<file path="config.mk">
export PLATFORM = sky130hd
export DESIGN_NAME = pix_pipe4
export DESIGN_NICKNAME = d
export VERILOG_FILES = /design/src/rtl/pix_pipe4.sv
export SDC_FILE = /design/constraint.sdc
export NUM_CORES = 1
export LEC_CHECK = 0
export ABC_CLOCK_PERIOD_IN_PS = 6900
export BUFFER_PORTS_ARGS = -buffer_cell sky130_fd_sc_hd__buf_2
export CORE_MARGIN = 2
export CORE_UTILIZATION = 40
export CTS_BUF_LIST = sky130_fd_sc_hd__clkbuf_8
export CTS_CLUSTER_DIAMETER = 40
export DETAILED_ROUTE_END_ITERATION = 8
export GPL_TIMING_DRIVEN = 0
export PLACE_DENSITY = 0.58
export REMOVE_ABC_BUFFERS = 1
export SLEW_MARGIN = 20
export SYNTH_ARGS = -nofsm -noshare
export SYNTH_HDL_FRONTEND = slang
export SYNTH_SLANG_ARGS = --single-unit
</file>
<file path="constraint.sdc">
create_clock -name clk -period 6.9 [get_ports clk]
set_input_delay 0.69 -clock clk [delete_from_list [all_inputs] [get_ports clk]]
set_output_delay 0.69 -clock clk [all_outputs]
set_load 0.01 [all_outputs]
</file>
<file path="src/rtl/pix_pipe4.sv">
module pix_pipe4 #(
  parameter int W = 16
) (
  input  logic                clk,
  input  logic                rst,
  input  logic                root,
  input  logic signed [W-1:0] k,
  input  logic signed [W-1:0] l,
  input  logic signed [W-1:0] m,
  input  logic signed [W-1:0] n,
  input  logic signed [W-1:0] o,
  input  logic signed [W-1:0] p,
  output logic                step,
  output logic signed [W-1:0] x4
);

  logic signed [W-1:0]   r_kl, r_lm, r_x1, r_x2, r_x3;
  logic signed [W-1:0]   n_d1;
  logic signed [W-1:0]   o_d0, o_d1;
  logic signed [W-1:0]   p_d0, p_d1, p_d2;
  logic signed [W-1:0]   mul_a, mul_b, add_a, add_b, sub_a, sub_b;
  logic signed [W-1:0]   mul_y, add_y, sub_y;
  logic signed [2*W-1:0] prod;

  assign mul_a = step ? r_x2 : k;
  assign mul_b = step ? o_d1 : l;
  assign add_a = step ? r_x1 : r_x3;
  assign add_b = step ? n_d1 : p_d2;
  assign sub_a = step ? l    : r_kl;
  assign sub_b = step ? m    : r_lm;

  assign prod  = mul_a * mul_b;
  assign mul_y = prod[W-1:0];
  assign add_y = add_a + add_b;
  assign sub_y = sub_a - sub_b;

  always_ff @(posedge clk) begin
    if (rst) begin
      step <= 1'b0;
      x4   <= '0;
      r_kl <= '0;
      r_lm <= '0;
      r_x1 <= '0;
      r_x2 <= '0;
      r_x3 <= '0;
      n_d1 <= '0;
      o_d0 <= '0;
      o_d1 <= '0;
      p_d0 <= '0;
      p_d1 <= '0;
      p_d2 <= '0;
    end else if (root) begin
      step <= ~step;
      if (!step) begin
        r_kl <= mul_y;
        r_x1 <= sub_y;
        x4   <= add_y;
      end else begin
        r_lm <= sub_y;
        r_x2 <= add_y;
        r_x3 <= mul_y;
        n_d1 <= n;
        o_d0 <= o;
        o_d1 <= o_d0;
        p_d0 <= p;
        p_d1 <= p_d0;
        p_d2 <= p_d1;
      end
    end
  end

endmodule

</file>
==> flow_summary.json <==
{
  "path_common_cell": "fa_1",
  "critPathCaptureType": "register",
  "async_flop_share": 0,
  "post-route-min-period_ns": 6.49,
  "routabilityCongestion": 0.913,
  "combinationalPowerShare": 0.531,
  "netSwitchingFraction": 0.408,
  "num_vias": 9759,
  "syn_area_mm2": 0.0127,
  "tightest_slew_ns": 1.02,
  "slew_viol_final": 0,
  "syn-instance-count": 1334,
  "cp_max_fo": 54,
  "final_nets": 1687,
  "grt_pass1_wl_um": 53600,
  "ant_nets": 0,
  "hold_viol": 0,
  "seqCellArea_mm2": 0.00387,
  "status": "completed",
  "internal_power_w": 0.00258,
  "seqPwrFrac": 0.291,
  "wl_per_cell_um": 18.5,
  "die_area_mm2": 0.0331,
  "drtIter0Drc": 610,
  "synth_ff_type": "dfxtp_1",
  "cts_tree": "yes",
  "cts_root_buf": "clkbuf_8",
  "hold_class": "in -> reg",
  "p_switching_w": 0.00178,
  "num_antenna_cells": 0,
  "fillCellCount": 3132,
  "areaGrowthSynthToFinish_pct": 13.2,
  "max-cap-violations": 0,
  "drc": 0,
  "max_freq_mhz": 154,
  "syn_avg_cell_area_um2": 9.50,
  "critical_path_required_ns": 7.29,
  "place.port_buffers": 115,
  "grtUsageTotal": 0.210,
  "ys_ff_latch": 193,
  "ios": 116,
  "cts_buffer_depth": 2,
  "dp_hpwl_um": 26200,
  "cp_slowest_cell": "dfxtp_4",
  "cp_num_buf_inv": 4,
  "clock_latency_ns": 0.47,
  "post-route-period-util": 0.941,
  "multi_input_comb_area_mm2": 0.00808,
  "slew-limit-headroom": 0.301,
  "arrival_ns": 6.88,
  "grt-ovfl-total": 0,
  "grt_pass1_vias": 9653,
  "drive_above_1_share": 0.167,
  "wirelength_um": 33900,
  "die_h_um": 182,
  "ctsHoldBuffers": 0,
  "yosys_warnings": 0,
  "fp.coreArea_mm2": 0.0314,
  "path_clk_slew_ns": 0.11,
  "htreeDepth": 4,
  "cts_buffers": 17,
  "mostFrequentLayoutCell": "dfxtp_1",
  "slowest_delay_ns": 0.63,
  "powerDensity_mw_per_mm2": 304,
  "power.leakage_nw": 6.52,
  "whs_ns": 0.420,
  "die_x_um": 182,
  "total_power_w": 0.00436,
  "irDropWorstVdd_uv": 241,
  "vias_per_cell": 5.33,
  "design_area_mm2": 0.0143,
  "pwr-share-clk": 0.178,
  "placed_area_mm2": 0.0139,
  "cp_cell_sequence": "buf_16 > mux2i_2 > nor2_1 > fa_1 > inv_1 > fa_1 > inv_1 > fa_1 > fa_1 > inv_1 > fa_1 > fa_1 > xnor2_1 > xnor2_1 > xnor2_1 > xnor2_1 > xnor3_1 > xnor2_1 > xnor2_2 > a211oi_2",
  "critical_path_class": "reg -> reg",
  "initial_utilization": 0.404,
  "fp-row-count": 65,
  "setup_viol": 0,
  "cts.sinks": 193,
  "antenna_found_initial": 1,
  "cpLargestDelayFamily": "adder cells",
  "start_kind": "register",
  "grt_max_degree": 62,
  "rsz0062_at_grt": "false",
  "first_pass_iters": 5,
  "seq_area_frac_synth": 0.305,
  "synth-edff-count": 0,
  "final_cell_mix": "dfxtp_1, a22o_1, inv_1, nand2_1, buf_2",
  "skew_ns": 0.0175,
  "ys_types": 56
}
routing by layer:
| layer | share of wire | GRT usage | up-vias | routed length, µm |
|---|---|---|---|---|
| li1 | - | - | 4759 | - |
| met1 | 0.47 | 0.286 | 4740 | 15900 |
| met2 | 0.46 | 0.335 | 218 | 15500 |
| met3 | 0.046 | 0.0361 | 40 | 1580 |
| met4 | 0.028 | 0.0755 | 2 | 963 |
| met5 | 0.00032 | 0 | - | 11 |
logic make-up (layout without fill, tap and decap cells):
group	after synthesis	count (layout)	synth area share
simple gates	298	298	0.105
fa+ha+maj	172	172	0.218
flops	193	193	0.305
buf+inv	199	294	0.0644
mux	86	86	0.0731
compound gates	320	320	0.188
xor+xnor	66	66	0.0467
synthesized netlist by cell type (7+ instances only):
library cell  count  share of area
o21a_1           15         0.0089
xnor2_1          46          0.032
nand2_1         129          0.038
inv_1           130          0.039
a21oi_1          66          0.026
o21ai_0          22         0.0087
a22o_1          133          0.092
fa_1             81           0.13
xor2_1           19          0.013
dfxtp_1         193           0.30
nand2b_1          8         0.0039
nor2_1           93          0.028
buf_2            16         0.0063
a32oi_1          13         0.0090
nor3b_1           8         0.0047
clkbuf_1         37          0.011
nor2b_1          19         0.0094
mux2i_1          34          0.027
buf_1             9         0.0027
a211oi_1          7         0.0041
ha_1             91          0.090
mux2_2           52          0.046
a21o_1           32          0.019
final timing paths:
check / startpoint / endpoint / slack, ns / depth (start not counted)
worst min-delay path: o[9] / o_d0[9] / 0.42 / 2
worst max-delay path: step / r_kl[15] / 0.41 / 20
worst max register to register: step / r_kl[15] / 0.41 / 20
worst min register to register: r_x1[6] / r_x1[6] / 0.46 / 2
metrics by stage:
step | cells | setup slack (ns) | TNS [ns] | util
final | 1831 | 0.410 | 0 | 0.457
after detailed placement | 1798 | -0.200 | -0.358 | 0.442
after floorplan | 1265 | -3.40 | -481.06 | -
after global placement | 1782 | -12.42 | -1921.71 | 0.428
after global routing | 1831 | 0.0661 | 0 | 0.457
after CTS | 1831 | 0.181 | 0 | 0.456
final cells by class:
cell class / count / area share
multi-input cells: 942 / 0.563
inverters: 130 / 0.0340
repair buffers: 132 / 0.0692
well taps: 402 / 0.0351
flip-flops and latches: 193 / 0.270
clock inverters: 14 / 0.0118
clock buffers: 18 / 0.0173
power groups by stage:
| stage | sequential (W) | clock (W) | combinational (W) |
|---|---|---|---|
| floorplan | 0.00129 | 0 | 0.00166 |
| global placement | 0.00131 | 0 | 0.00222 |
| global route | 0.00128 | 0.000849 | 0.00260 |
| CTS | 0.00127 | 0.000809 | 0.00229 |
| detailed placement | 0.00130 | 0 | 0.00226 |
| finish | 0.00127 | 0.000776 | 0.00231 |
timing repair:
item                       4_1_cts  5_1_grt
setup endpoints to repair        4        2
gates resized for setup          3        3
setup buffers                    1        0
Power figures use the tool's default switching activity.
